==> config.mk <==
export PLATFORM = sky130hd
export DESIGN_NAME = edo_dram_ctrl
export DESIGN_NICKNAME = d
export VERILOG_FILES = /design/src/rtl/edo_pkg.sv /design/src/rtl/edo_cycle_timer.sv /design/src/rtl/edo_ras_window.sv /design/src/rtl/edo_lane_path.sv /design/src/rtl/edo_dram_ctrl.sv
export SDC_FILE = /design/constraint.sdc
export NUM_CORES = 1
export LEC_CHECK = 0
export BUFFER_PORTS_ARGS = -buffer_cell sky130_fd_sc_hd__buf_2
export CELL_PAD_IN_SITES_DETAIL_PLACEMENT = 1
export CELL_PAD_IN_SITES_GLOBAL_PLACEMENT = 1
export CORE_MARGIN = 1.5
export CORE_UTILIZATION = 39
export CTS_CLUSTER_SIZE = 25
export DETAILED_ROUTE_END_ITERATION = 6
export PLACE_DENSITY_LB_ADDON = 0.1
export SYNTH_ARGS = -nofsm -noshare
export SYNTH_HDL_FRONTEND = slang
export SYNTH_HIERARCHICAL = 1
export SYNTH_SLANG_ARGS = --single-unit
==> constraint.sdc <==
create_clock -name clk -period 4.14 [get_ports clk]
set_clock_uncertainty 0.1 [all_clocks]
set_input_delay 0.828 -clock clk [delete_from_list [all_inputs] [get_ports clk]]
set_output_delay 0.828 -clock clk [all_outputs]
set_load 0.02 [all_outputs]
==> src/rtl/edo_pkg.sv <==
package edo_pkg;

    localparam int LANES = 2;

    typedef enum logic [2:0] {
        ST_PRE,
        ST_IDLE,
        ST_ROW,
        ST_RCD,
        ST_COL,
        ST_CASLO,
        ST_CASHI,
        ST_GNT
    } edo_state_e;

    typedef struct packed {
        logic             write;
        logic [LANES-1:0] be;
    } edo_op_t;

    function automatic int ps2cyc(input int ps, input int clk_ps);
        return (ps + clk_ps - 1) / clk_ps;
    endfunction

    function automatic int imax(input int a, input int b);
        return (a > b) ? a : b;
    endfunction

endpackage

==> src/rtl/edo_cycle_timer.sv <==
module edo_cycle_timer #(
    parameter int W       = 8,
    parameter int RST_VAL = 0
) (
    input  logic         clk,
    input  logic         rst,
    input  logic         load,
    input  logic [W-1:0] load_val,
    output logic         done
);
    logic [W-1:0] cnt_q;

    always_ff @(posedge clk) begin
        if (rst) begin
            cnt_q <= W'(RST_VAL);
        end else if (load) begin
            cnt_q <= load_val;
        end else if (cnt_q != '0) begin
            cnt_q <= cnt_q - 1'b1;
        end
    end

    assign done = (cnt_q == '0);
endmodule

==> src/rtl/edo_ras_window.sv <==
module edo_ras_window #(
    parameter int CW      = 16,
    parameter int RAS_MIN = 13,
    parameter int RAS_MAX = 31250,
    parameter int SLOT    = 10
) (
    input  logic clk,
    input  logic rst,
    input  logic ras_low,
    output logic min_met,
    output logic room
);
    logic [CW-1:0] low_q;

    // low_q is (k-1) in the k-th cycle that the row strobe is low
    always_ff @(posedge clk) begin
        if (rst || !ras_low) begin
            low_q <= '0;
        end else if (low_q != {CW{1'b1}}) begin
            low_q <= low_q + 1'b1;
        end
    end

    assign min_met = (low_q >= CW'(RAS_MIN - 1));
    assign room    = ({1'b0, low_q} + (CW+1)'(SLOT)) < (CW+1)'(RAS_MAX);
endmodule

==> src/rtl/edo_lane_path.sv <==
module edo_lane_path #(
    parameter int LANE_W = 8,
    parameter int NLANE  = 2
) (
    input  logic                      clk,
    input  logic                      rst,
    input  logic                      strobe_on,
    input  logic [NLANE-1:0]          be,
    input  logic                      capture,
    input  logic [NLANE*LANE_W-1:0]   dq_in,
    output logic [NLANE-1:0]          cas_n,
    output logic [NLANE*LANE_W-1:0]   rdata
);
    for (genvar i = 0; i < NLANE; i++) begin : g_lane
        always_ff @(posedge clk) begin
            if (rst) begin
                cas_n[i] <= 1'b1;
                rdata[i*LANE_W +: LANE_W] <= '0;
            end else begin
                cas_n[i] <= !(strobe_on && be[i]);
                if (capture) begin
                    rdata[i*LANE_W +: LANE_W] <= be[i] ? dq_in[i*LANE_W +: LANE_W] : '0;
                end
            end
        end
    end
endmodule

==> src/rtl/edo_dram_ctrl.sv <==
module edo_dram_ctrl
    import edo_pkg::*;
#(
    parameter int ROW_W      = 12,
    parameter int COL_W      = 10,
    parameter int LANE_W     = 8,
    parameter int CLK_PS     = 4000,
    parameter int T_RCD_PS   = 11000,
    parameter int T_RP_PS    = 30000,
    parameter int T_RAS_PS   = 50000,
    parameter int T_CAS_PS   = 8000,
    parameter int T_CP_PS    = 8000,
    parameter int T_PC_PS    = 20000,
    parameter int T_AA_PS    = 25000,
    parameter int T_CAC_PS   = 13000,
    parameter int T_RASP_PS  = 125000000
) (
    input  logic                      clk,
    input  logic                      rst,
    input  logic                      req_valid,
    input  logic                      req_write,
    input  logic [ROW_W+COL_W-1:0]    req_addr,
    input  logic [LANES-1:0]          req_be,
    input  logic [LANES*LANE_W-1:0]   req_wdata,
    output logic                      req_ack,
    output logic                      rsp_valid,
    output logic [LANES*LANE_W-1:0]   rsp_rdata,
    input  logic                      ref_req,
    output logic                      ref_gnt,
    output logic                      ras_n,
    output logic                      casl_n,
    output logic                      cash_n,
    output logic                      we_n,
    output logic                      oe_n,
    output logic [ROW_W-1:0]          dram_addr,
    output logic [LANES*LANE_W-1:0]   dq_out,
    output logic                      dq_oe,
    input  logic [LANES*LANE_W-1:0]   dq_in
);
    localparam int ADDR_W   = ROW_W + COL_W;
    localparam int N_RCD    = imax(1, ps2cyc(T_RCD_PS, CLK_PS));
    localparam int N_RP     = imax(1, ps2cyc(T_RP_PS, CLK_PS));
    localparam int N_RAS    = imax(1, ps2cyc(T_RAS_PS, CLK_PS));
    localparam int N_CAS    = imax(1, ps2cyc(T_CAS_PS, CLK_PS));
    localparam int N_CP     = imax(1, ps2cyc(T_CP_PS, CLK_PS));
    localparam int N_PC     = ps2cyc(T_PC_PS, CLK_PS);
    localparam int N_AA     = ps2cyc(T_AA_PS, CLK_PS);
    localparam int N_CAC    = ps2cyc(T_CAC_PS, CLK_PS);
    localparam int N_RASMAX = ps2cyc(T_RASP_PS, CLK_PS);
    // read strobe width: sample one cycle past both access times
    localparam int L_RD     = imax(N_CAS, imax(N_CAC + 1, N_AA));
    // precharge long enough that a write slot meets the page cycle
    localparam int N_CPW    = imax(N_CP, N_PC - 1 - N_CAS);
    localparam int SLOT     = 1 + L_RD + N_CPW;
    localparam int TW       = $clog2(imax(N_RP, imax(L_RD, imax(N_RCD, N_CPW))) + 1) + 1;
    localparam int CW       = $clog2(N_RASMAX + 1) + 1;

    edo_state_e state_q, state_d;
    edo_op_t    op_q;
    logic [ROW_W-1:0] row_q, req_row;
    logic [COL_W-1:0] col_q, req_col;
    logic             tmr_done, tmr_load;
    logic [TW-1:0]    tmr_val;
    logic             min_met, room;
    logic             hit, accept, wr_next;
    logic             strobe_on, capture;
    logic             ras_n_q, we_n_q, oe_n_q, dq_oe_q, gnt_q, rsp_q;
    logic [ROW_W-1:0] addr_q;
    logic [LANES*LANE_W-1:0] wdata_q;
    logic [LANES-1:0] cas_n_vec;

    assign req_row = req_addr[ADDR_W-1:COL_W];
    assign req_col = req_addr[COL_W-1:0];

    always_comb begin
        hit    = req_valid && !ref_req && room && (req_row == row_q);
        accept = req_valid &&
                 ((state_q == ST_IDLE && !ref_req) ||
                  (state_q == ST_CASHI && tmr_done && hit));
    end

    always_comb begin
        state_d = state_q;
        unique case (state_q)
            ST_PRE:   if (tmr_done) state_d = ST_IDLE;
            ST_IDLE:  if (ref_req) state_d = ST_GNT;
                      else if (req_valid) state_d = ST_ROW;
            ST_ROW:   state_d = ST_RCD;
            ST_RCD:   if (tmr_done) state_d = ST_COL;
            ST_COL:   state_d = ST_CASLO;
            ST_CASLO: if (tmr_done) state_d = ST_CASHI;
            ST_CASHI: if (tmr_done) begin
                          if (accept) state_d = ST_COL;
                          else if (min_met) state_d = ST_PRE;
                      end
            ST_GNT:   if (!ref_req) state_d = ST_IDLE;
            default:  state_d = ST_PRE;
        endcase
    end

    always_comb begin
        tmr_load = (state_d != state_q);
        unique case (state_d)
            ST_PRE:   tmr_val = TW'(N_RP - 1);
            ST_RCD:   tmr_val = TW'(N_RCD - 1);
            ST_CASLO: tmr_val = op_q.write ? TW'(N_CAS - 1) : TW'(L_RD - 1);
            ST_CASHI: tmr_val = TW'(N_CPW - 1);
            default:  tmr_val = '0;
        endcase
    end

    edo_cycle_timer #(
        .W       (TW),
        .RST_VAL (N_RP - 1)
    ) u_timer (
        .clk      (clk),
        .rst      (rst),
        .load     (tmr_load),
        .load_val (tmr_val),
        .done     (tmr_done)
    );

    edo_ras_window #(
        .CW      (CW),
        .RAS_MIN (N_RAS),
        .RAS_MAX (N_RASMAX),
        .SLOT    (SLOT)
    ) u_window (
        .clk     (clk),
        .rst     (rst),
        .ras_low (!ras_n_q),
        .min_met (min_met),
        .room    (room)
    );

    assign wr_next   = accept ? req_write : op_q.write;
    assign strobe_on = (state_d == ST_CASLO);
    assign capture   = (state_q == ST_CASLO) && tmr_done && !op_q.write;

    edo_lane_path #(
        .LANE_W (LANE_W),
        .NLANE  (LANES)
    ) u_lanes (
        .clk       (clk),
        .rst       (rst),
        .strobe_on (strobe_on),
        .be        (op_q.be),
        .capture   (capture),
        .dq_in     (dq_in),
        .cas_n     (cas_n_vec),
        .rdata     (rsp_rdata)
    );

    always_ff @(posedge clk) begin
        if (rst) begin
            state_q <= ST_PRE;
            op_q    <= '0;
            row_q   <= '0;
            col_q   <= '0;
            wdata_q <= '0;
            addr_q  <= '0;
            ras_n_q <= 1'b1;
            we_n_q  <= 1'b1;
            oe_n_q  <= 1'b1;
            dq_oe_q <= 1'b0;
            gnt_q   <= 1'b0;
            rsp_q   <= 1'b0;
        end else begin
            state_q <= state_d;
            if (accept) begin
                row_q    <= req_row;
                col_q    <= req_col;
                op_q     <= '{write: req_write, be: req_be};
                wdata_q  <= req_wdata;
            end
            if (state_d == ST_ROW) begin
                addr_q <= req_row;
            end else if (state_d == ST_COL) begin
                addr_q <= ROW_W'(accept ? req_col : col_q);
            end
            ras_n_q <= !(state_d inside {ST_RCD, ST_COL, ST_CASLO, ST_CASHI});
            we_n_q  <= !((state_d inside {ST_COL, ST_CASLO, ST_CASHI}) && wr_next);
            oe_n_q  <= !((state_d inside {ST_COL, ST_CASLO}) && !wr_next);
            dq_oe_q <= (state_d inside {ST_COL, ST_CASLO, ST_CASHI}) && wr_next;
            gnt_q   <= (state_d == ST_GNT);
            rsp_q   <= capture;
        end
    end

    assign req_ack   = accept;
    assign rsp_valid = rsp_q;
    assign ref_gnt   = gnt_q;
    assign ras_n     = ras_n_q;
    assign casl_n    = cas_n_vec[0];
    assign cash_n    = cas_n_vec[1];
    assign we_n      = we_n_q;
    assign oe_n      = oe_n_q;
    assign dram_addr = addr_q;
    assign dq_out    = wdata_q;
    assign dq_oe     = dq_oe_q;
endmodule

==> results of run 1 <==
==> cells by family (layout without fill, tap and decap cells) <==
group           after synthesis  after routing  synth area share, %
other cells                   1              2              0.08149
mux                          16             16                3.507
xor+xnor                     17             17                3.235
simple gates                238            238                27.27
buf+inv                      43            150                4.785
flops                       101            101                43.94
fa+ha+maj                     3              3               0.8157
compound gates              120            120                16.37
==> power by group through the flow <==
stage | clock network, mW | registers, mW | logic, mW
after floorplan | 0 | 1.10 | 0.311
after global placement | 0 | 1.10 | 0.423
after detailed placement | 0 | 1.10 | 0.441
after CTS | 0.972 | 1.08 | 0.444
after global routing | 1.02 | 1.09 | 0.485
final | 0.950 | 1.08 | 0.437
==> per-stage QoR <==
stage,total power [mW],std cells,util [%],hold WS [ns]
finish,2.466,790,48.85,0.3491
global route,2.591,790,48.85,0.3796
CTS,2.496,790,48.85,0.3537
detailed placement,1.543,775,45.97,0.3443
global placement,1.522,775,45.97,0.3352
floorplan,1.407,540,-,0.3312
==> registers in the layout (all words and copies together) (netlist names) <==
name,cells
u_lanes/rdata,16
rsp_valid,1
oe_n,1
op_q,3
ref_gnt,1
row_q,12
col_q,10
state_q,3
we_n,1
u_window/low_q,16
ras_n,1
dq_oe,1
dq_out,16
dram_addr,12
u_lanes/cas_n,2
u_timer/cnt_q,5
==> synthesized netlist by cell type (3+ instances only) <==
cell type and instances:
buf_4 3, buf_2 12, a221o_1 10, inv_1 11
or4_1 4, a211oi_1 5, o21ai_0 7, or3_1 3
nand3_1 23, nand4_1 12, clkbuf_1 11, nor3_1 11
o31ai_1 6, dfxtp_1 101, nor2_1 31, nand2b_1 20
nor4_1 5, ha_1 3, o211ai_1 3, buf_6 3
nand2_1 96, a21oi_1 71, a31oi_1 4, mux2i_1 15
xnor2_1 17
==> path summary, 6_finish.rpt <==
check                           cells after the start          endpoint         startpoint  slack, ns
worst max-delay path                               11           req_ack  u_window/low_q[4]       0.24
worst min-delay path                                2          col_q[1]           col_q[1]       0.35
worst max register to register                     12  u_timer/cnt_q[3]  u_window/low_q[4]       0.51
worst min register to register                      2          col_q[1]           col_q[1]       0.35
==> worst min-delay path, cell delays in order (launching register included) <==
cell and delay [ns]:
dfxtp_1 0.31, nand2_1 0.05, a21oi_1 0.05
==> final cells by class <==
| class | count | area [um^2] | share of cell area [%] |
|---|---|---|---|
| clock buffers | 11 | 232.7 | 4.155 |
| clock inverters | 4 | 97.59 | 1.742 |
| inverters | 12 | 45.04 | 0.8041 |
| multi-input cells | 396 | 2385 | 42.57 |
| flip-flops and latches | 101 | 2022 | 36.10 |
| well taps | 143 | 178.9 | 3.194 |
| repair buffers | 123 | 640.6 | 11.44 |
==> layer usage <==
metal  up-vias  part of all wire (%)
met2        63                    50
met3        12                   4.0
met4         0                   1.1
li1       2112                     -
met5         -                     0
met1      2046                    45
==> results.yml, run 1 <==
status:
  outcome: "finished, final reports clean"
place:
  place_hpwl_um: 8705
  place.gp.congestion: 0.8018
  dp_slack_ns: 0.5129
  io_buffers: 113
  placed_area_um2: 5271
finish:
  layout_common_cells: "buf_2 (113), dfxtp_1 (101), nand2_1 (96)"
  drive_above_1_share_pct: 25.04
  num_antenna_cells: 0
  syn_to_final_growth_pct: 21.72
  fillers: 1402
  design_area_um2: 5602
  layout.nets: 707
  mostFrequentLayoutCell: "buf_2"
clock_tree:
  clock_sinks: 101
  ctsHoldBuffers: 0
  clockBufferDepth: 2
  worstSkewPairLatency_ns: 0.35
  cts_resized: 0
  post-cts-setup-buffers: 0
  htree_levels: 3
  cts_made_buffers: 9
  clk_transition_reported_paths_ns: 0.07
  cts_tree: "done"
  root_buffer: "clkbuf_16"
floorplan:
  die-area_um2: 12460
  die_x_um: 111.6
  num_io_pins: 114
  core_area_um2: 11470
  initial_utilization_pct: 40.13
  die_y_um: 111.6
  placementRows: 39
timing:
  tns_ns: 0
  drv_slew: 0
  layout_setup_ws_ns: 0.2387
  timing.slew.headroom_pct: 35.84
  setup_viol: 0
  fin_crit_sh_pct: 94.23
  report.final.hold_viol_count: 0
  fin_crit_ns: 3.901
  tightest_slew_ns: 0.9624
  fmax_ghz: 0.2563
  rsz0062_at_grt: "no"
synth:
  synth_edf_count: 0
  yosys-top-cells-area: "dfxtp_1 (44%), nand2_1 (7.8%), a21oi_1 (7.7%)"
  yosysUniqueCellTypes: 63
  ys_seq_area_share_pct: 43.94
  ys_seq_elements: 101
  yosysTopAreaCellShare_pct: 43.94
  synth-main-ff-cell: "dfxtp_1"
  syn_avg_cell_area_um2: 8.538
  synth_cells: 539
  synth_area_leader_cell: "dfxtp_1"
  yosys_warnings: 6
  synthArstFlopShare_pct: 0
  syn-cell-area_um2: 4602
global_routing:
  use_met1_pct: 24.21
  grt_pass1_wl_um: 20180
  overflow: 0
  antenna_found_initial: 0
  grt.met3_usage_pct: 5.498
  grt_max_degree: 50
  grt_pass1_vias: 4179
  grt_most_used_layer: "met2"
  grt_util_met2_pct: 35.00
  track_usage_pct: 19.93
route:
  ant_nets: 0
  firstDrtPassIters: 5
  drt_iter0_drc: 143
  totalWireLength_um: 12150
  viasPerCell: 5.358
  routedWlPerCell_um: 15.38
  drc: 0
  vias: 4233
setup_path:
  crit_family: "simple AND/OR/NAND/NOR gates"
  worstSetupPathType: "register to primary output"
  crit_slowest_cell: "or4_2"
  max_stage_delay_ns: 0.68
  start_kind: "register"
  path_cells: "or4_2, o31ai_1, a21oi_1, nor2_1, and3b_1, nand2_1, nor4_1, buf_4, nor2_4, inv_2, buf_2"
  critPathCaptureType: "primary output"
  crit_required_ns: 3.21
  crit_fanout: 41
  critPathArrivalTime_ns: 2.97
  path_buf_inv: 3
power_and_ir_drop:
  p_clk_share_pct: 38.5
  sequentialPowerShare_pct: 43.8
  power_leakage_nw: 2.120
  max-vdd-ir-drop_mv: 0.2691
  p_comb_share_pct: 17.7
  switching_share_pct: 27.18
  switchingPower_mw: 0.6705
  intPower_mw: 1.796
  power.density_nw_per_um2: 440.3
run:
  max-cap-violations: 0
worst_hold_path:
  hold_path_class: "register to register"
(Power assumes the default switching activity.)
==> run 2, diff against run 1 <==
--- a/config.mk
+++ b/config.mk
@@ -15,5 +15,4 @@
 export PLACE_DENSITY_LB_ADDON = 0.1
 export SYNTH_ARGS = -nofsm -noshare
 export SYNTH_HDL_FRONTEND = slang
-export SYNTH_HIERARCHICAL = 1
 export SYNTH_SLANG_ARGS = --single-unit
==> run 2 against run 1 <==
Via count shrank 11%. First-iteration DRC count shrank 26%. Register-to-register slack gained 0.52 ns. Core utilization is essentially flat. Critical path depth shrank 2. Flip-flop and latch count is the same. Non-clock buffer count shrank 4. Clock-buffer cell count grew 1. Clock power shrank 37%. Critical endpoint unchanged. Largest power group unchanged. Highest routed layer unchanged.
==> results.yml, run 2 <==
route:
  vias: 3748
  routedWlPerCell_um: 15.88
  viasPerCell: 5.235
  drt_iter0_drc: 106
  ant_nets: 0
  totalWireLength_um: 11370
  firstDrtPassIters: 4
  drc: 0
clock_tree:
  root_buffer: "clkbuf_8"
  worstSkewPairLatency_ns: 0.37
  ctsHoldBuffers: 0
  cts_resized: 0
  cts_made_buffers: 9
  cts_tree: "done"
  clk_transition_reported_paths_ns: 0.10
  htree_levels: 3
  clock_sinks: 101
  post-cts-setup-buffers: 0
  clockBufferDepth: 2
setup_path:
  critPathCaptureType: "primary output"
  crit_slowest_cell: "or4b_1"
  crit_top_cell: "inv_1"
  crit_fanout: 7
  crit_family: "simple AND/OR/NAND/NOR gates"
  r2r_end: "dram_addr[3]"
  max_stage_delay_ns: 0.62
  critPathArrivalTime_ns: 2.58
  worstSetupPathType: "register to primary output"
  path_buf_inv: 3
  rr_startpoint: "u_timer.cnt_q[0]"
  start_kind: "register"
  reg2reg_depth: 9
  path_cells: "inv_1, ha_1, or4b_1, nor4_2, nand4_1, nor2_1, o21ai_4, inv_1, buf_2"
  rrSetupSlack_ns: 1.03
  crit_required_ns: 3.21
floorplan:
  num_io_pins: 114
  die-area_um2: 11470
  core_area_um2: 10420
  initial_utilization_pct: 40.56
  placementRows: 37
  die_y_um: 107.1
  die_x_um: 107.1
power_and_ir_drop:
  power.total_mw: 1.862
  max-vdd-ir-drop_mv: 0.1720
  power_leakage_nw: 2.152
  power.density_nw_per_um2: 365.9
worst_hold_path:
  min-delay-start: "op_q[0]"
  hold_depth: 1
  hold_path_class: "register to register"
  min_to: "u_lanes.cas_n[0]"
finish:
  drive_above_1_share_pct: 26.21
  final_cells: 716
  utilization_pct: 48.86
  layout.nets: 638
  mostFrequentLayoutCell: "buf_2"
  layout_common_cells: "buf_2 (113), dfxtp_1 (101), nand2_1 (83)"
  num_antenna_cells: 0
  syn_to_final_growth_pct: 20.46
global_routing:
  overflow: 0
  grt_max_degree: 48
  track_usage_pct: 20.91
  grt_pass1_vias: 3867
  antenna_found_initial: 0
  grt_pass1_wl_um: 18950
synth:
  syn-num-nets: 534
  synth_cells: 471
  ys_seq_elements: 101
  yosysUniqueCellTypes: 48
  synth_mux_area_share_pct: 3.583
  synth_compound_area_share_pct: 15.37
  yosysTopAreaCellShare_pct: 47.85
  syn-cell-area_um2: 4225
  synth_edf_count: 0
  synthAdderAreaFrac_pct: 0.5922
  synth-main-ff-cell: "dfxtp_1"
  ys_seq_area_share_pct: 47.85
  synth_area_leader_cell: "dfxtp_1"
  yosys-top-cells-area: "dfxtp_1 (48%), nand2_1 (7.4%), a21oi_1 (4.9%)"
  synth_xor_area_share_pct: 5.597
  synthArstFlopShare_pct: 0
  yosys_warnings: 0
  netlist_top_cells_count: "dfxtp_1 (101), nand2_1 (83), a21oi_1 (41)"
  syn_avg_cell_area_um2: 8.971
  synth_simple_gate_area_share_pct: 23.69
  synth_top_family_by_area: "simple AND/OR/NAND/NOR gates"
  synth.most_common_cell: "dfxtp_1"
timing:
  timing.slew.headroom_pct: 53.84
  fin_crit_sh_pct: 84.72
  hold_slack_ns: 0.3103
  tns_ns: 0
  fin_crit_ns: 3.507
  report.final.hold_viol_count: 0
  drv_slew: 0
  setup_viol: 0
  tightest_slew_ns: 0.6909
  fmax_ghz: 0.2851
  rsz0062_at_grt: "no"
run:
  max-cap-violations: 0
place:
  place.gp.congestion: 0.7941
  placed_cells: 700
  place_hpwl_um: 8282
  io_buffers: 113
status:
  outcome: "finished, final reports clean"
run 2: logic make-up (layout without fill, tap and decap cells):
family | after synthesis | count (layout)
adder cells (fa/ha/maj) | 2 | 2
AND/OR/NAND/NOR | 201 | 201
buffers and inverters | 34 | 143
flip-flops | 101 | 101
XOR/XNOR | 27 | 27
AO/OA/AOI/OAI | 94 | 94
multiplexers | 12 | 12
run 2: worst max-delay path by stage:
stage | startpoint | end | cells after the start
3_5_place_dp | req_addr[17] | req_ack | 8
4_1_cts | u_timer.cnt_q[0] | req_ack | 9
5_1_grt | u_timer.cnt_q[0] | req_ack | 9
2_1_floorplan | u_timer.cnt_q[0] | req_ack | 11
3_3_place_gp | req_addr[16] | req_ack | 8
6_report | u_timer.cnt_q[0] | req_ack | 9
run 2: cell type report:
class	count	area (um^2)
multi-input combinational	336	2071
clock inverter	4	31.28
timing repair buffer	119	610.6
sequential	101	2022
fill	1302	5326
tap	136	170.2
clock buffer	12	155.1
inverter	8	30.03
run 2: per-stage QoR:
stage / worst slack, ns / area (um^2)
floorplan: 1.084 / 4225
global placement: 1.052 / 4903
detailed placement: 1.027 / 4903
CTS: 0.5899 / 5090
global route: 0.4220 / 5090
finish: 0.6325 / 5090
run 2: power breakdown:
| part | internal [mW] | switching, mW | total, mW |
|---|---|---|---|
| Sequential | 0.998 | 0.0293 | 1.03 |
| Clock | 0.256 | 0.348 | 0.603 |
| Combinational | 0.0957 | 0.135 | 0.231 |
run 2: layer usage:
layer,track usage (%),part of all wire (%)
met5,0,0
met4,6.571,1.2
met3,5.593,5.2
met2,34.99,49
met1,26.09,45
==> run 3, diff against run 2 <==
--- a/config.mk
+++ b/config.mk
@@ -9,7 +9,7 @@
 export CELL_PAD_IN_SITES_DETAIL_PLACEMENT = 1
 export CELL_PAD_IN_SITES_GLOBAL_PLACEMENT = 1
 export CORE_MARGIN = 1.5
-export CORE_UTILIZATION = 39
+export CORE_UTILIZATION = 35
 export CTS_CLUSTER_SIZE = 25
 export DETAILED_ROUTE_END_ITERATION = 6
 export PLACE_DENSITY_LB_ADDON = 0.1
==> constraint.sdc (replaced) <==
create_clock -name clk -period 3.2 [get_ports clk]
set_clock_uncertainty 0.1 [all_clocks]
set_input_delay 0.64 -clock clk [delete_from_list [all_inputs] [get_ports clk]]
set_output_delay 0.64 -clock clk [all_outputs]
set_load 0.02 [all_outputs]
==> run 3 against run 2 <==
Hold slack lost 0.0059 ns. Power grew 56%. Core utilization shrank 2.7 points. Setup slack lost 0.48 ns. Clock-buffer cell count shrank 3. Design area grew 5.3%. Largest power group unchanged. Sequential power grew 28%. Clock power grew 110%. Critical endpoint unchanged. Flip-flop and latch count is the same. Register-to-register slack lost 0.64 ns. Non-clock buffer count grew 10. Combinational power grew 47%.
==> results.yml, run 3 (synthesis gave the netlist of run 2 again) <==
status:
  outcome: "finished, final reports clean"
timing:
  fmax_ghz: 0.3280
  tns_ns: 0
  layout_setup_ws_ns: 0.1511
  fin_crit_ns: 3.049
  drv_slew: 0
  report.final.hold_viol_count: 0
  rsz0062_at_grt: "no"
  setup_viol: 0
  tightest_slew_ns: 0.7251
  fin_crit_sh_pct: 95.28
  timing.slew.headroom_pct: 51.37
  hold_slack_ns: 0.3044
finish:
  layout.nets: 648
  syn_to_final_growth_pct: 26.86
  fillers: 1427
  mostFrequentLayoutCell: "buf_2"
  num_antenna_cells: 0
  layout_common_cells: "buf_2 (112), dfxtp_1 (101), nand2_1 (83)"
  drive_above_1_share_pct: 28.31
worst_hold_path:
  hold_path_class: "register to register"
floorplan:
  placementRows: 39
  die-area_um2: 12740
  die_y_um: 112.9
  num_io_pins: 114
  initial_utilization_pct: 36.38
  die_x_um: 112.9
  core_area_um2: 11610
place:
  place.gp.congestion: 0.7350
  place_hpwl_um: 8451
  dp_slack_ns: 0.2317
  io_buffers: 113
route:
  ant_nets: 0
  drt_iter0_drc: 151
  totalWireLength_um: 11730
  top_layer: "met5"
  wl_met1_um: 5322
  vias: 3805
  wl_met3_um: 614
  firstDrtPassIters: 4
  viasPerCell: 5.191
  routedWlPerCell_um: 16.00
  drc: 0
  wl_met2_um: 5614
clock_tree:
  clock_sinks: 101
  cts_tree: "done"
  cts_made_buffers: 9
  worstSkewPairLatency_ns: 0.36
  htree_levels: 3
  clockBufferDepth: 2
  clk_transition_reported_paths_ns: 0.07
  root_buffer: "clkbuf_16"
setup_path:
  worstSetupPathType: "register to primary output"
  crit_fanout: 5
  crit_required_ns: 2.46
  critPathCaptureType: "primary output"
  critPathArrivalTime_ns: 2.31
  start_kind: "register"
global_routing:
  grt_max_degree: 48
  overflow: 0
  track_usage_pct: 19.07
  antenna_found_initial: 1
  grt_pass1_vias: 3946
  grt_pass1_wl_um: 19310
power_and_ir_drop:
  power.density_nw_per_um2: 541.9
  power_leakage_nw: 2.278
  max-vdd-ir-drop_mv: 0.4281
run:
  max-cap-violations: 0
==> run 3: cell types whose count changed in the layout (fill, tap and decap cells not counted), sizes merged <==
| cell | previous run | this run |
|---|---|---|
| clkinv | 3 | 4 |
| buf | 119 | 129 |
| inv | 9 | 8 |
| clkbuf | 12 | 9 |
| bufinv | 0 | 3 |
==> run 3: stage by stage <==
step | area (um^2) | util (%) | cells | power (mW)
2_1_floorplan | 4225 | - | 471 | 1.548
3_3_place_gp | 4985 | 42.92 | 715 | 1.662
3_5_place_dp | 4985 | 42.92 | 715 | 1.672
4_1_cts | 5330 | 45.90 | 731 | 2.928
5_1_grt | 5360 | 46.15 | 733 | 3.038
6_report | 5360 | 46.15 | 733 | 2.905
==> run 3: final timing paths <==
check             cells past startpoint        startpoint          endpoint  slack (ns)
setup / recovery                      9  u_timer.cnt_q[1]           req_ack        0.15
hold / removal                        1           op_q[1]  u_lanes.cas_n[1]        0.30
setup reg to reg                      9  u_timer.cnt_q[1]  u_lanes.cas_n[0]        0.39
hold reg to reg                       1           op_q[1]  u_lanes.cas_n[1]        0.30
==> run 3: routing by layer <==
metal | GRT usage [%] | up-vias
met1 | 23.63 | 1828
li1 | - | 1875
met2 | 31.67 | 85
met4 | 6.750 | 2
met3 | 5.678 | 15
met5 | 0 | -
==> run 3: critical path: stages (launching register included) <==
cell and delay [ns]:
dfxtp_1 0.31, inv_1 0.11, ha_4 0.16, or4b_4 0.51
nor4_2 0.17, nand4_1 0.18, nor2_2 0.19, o21ai_4 0.10
inv_1 0.09, buf_4 0.15
==> run 3: power by group <==
part / internal, mW / switching, mW / total, mW
logic: 0.141 / 0.198 / 0.340
clock network: 0.762 / 0.487 / 1.25
registers: 1.29 / 0.0236 / 1.32
==> run 3: final cells by class <==
class	count	area (um^2)	share of cell area [%]
clock buffers	9	225.2	4.202
clock inverters	7	113.9	2.124
inverters	8	30.03	0.5602
multi-input cells	336	2090	38.98
flip-flops and latches	101	2022	37.72
well taps	143	178.9	3.338
repair buffers	129	700.7	13.07
==> run 3: timing repair <==
item | CTS | global route
hold buffers | 0 | 0
gates resized for setup | 2 | 4
setup buffers | 0 | 2
setup endpoints to repair | 1 | 1
pin swaps | 0 | 2
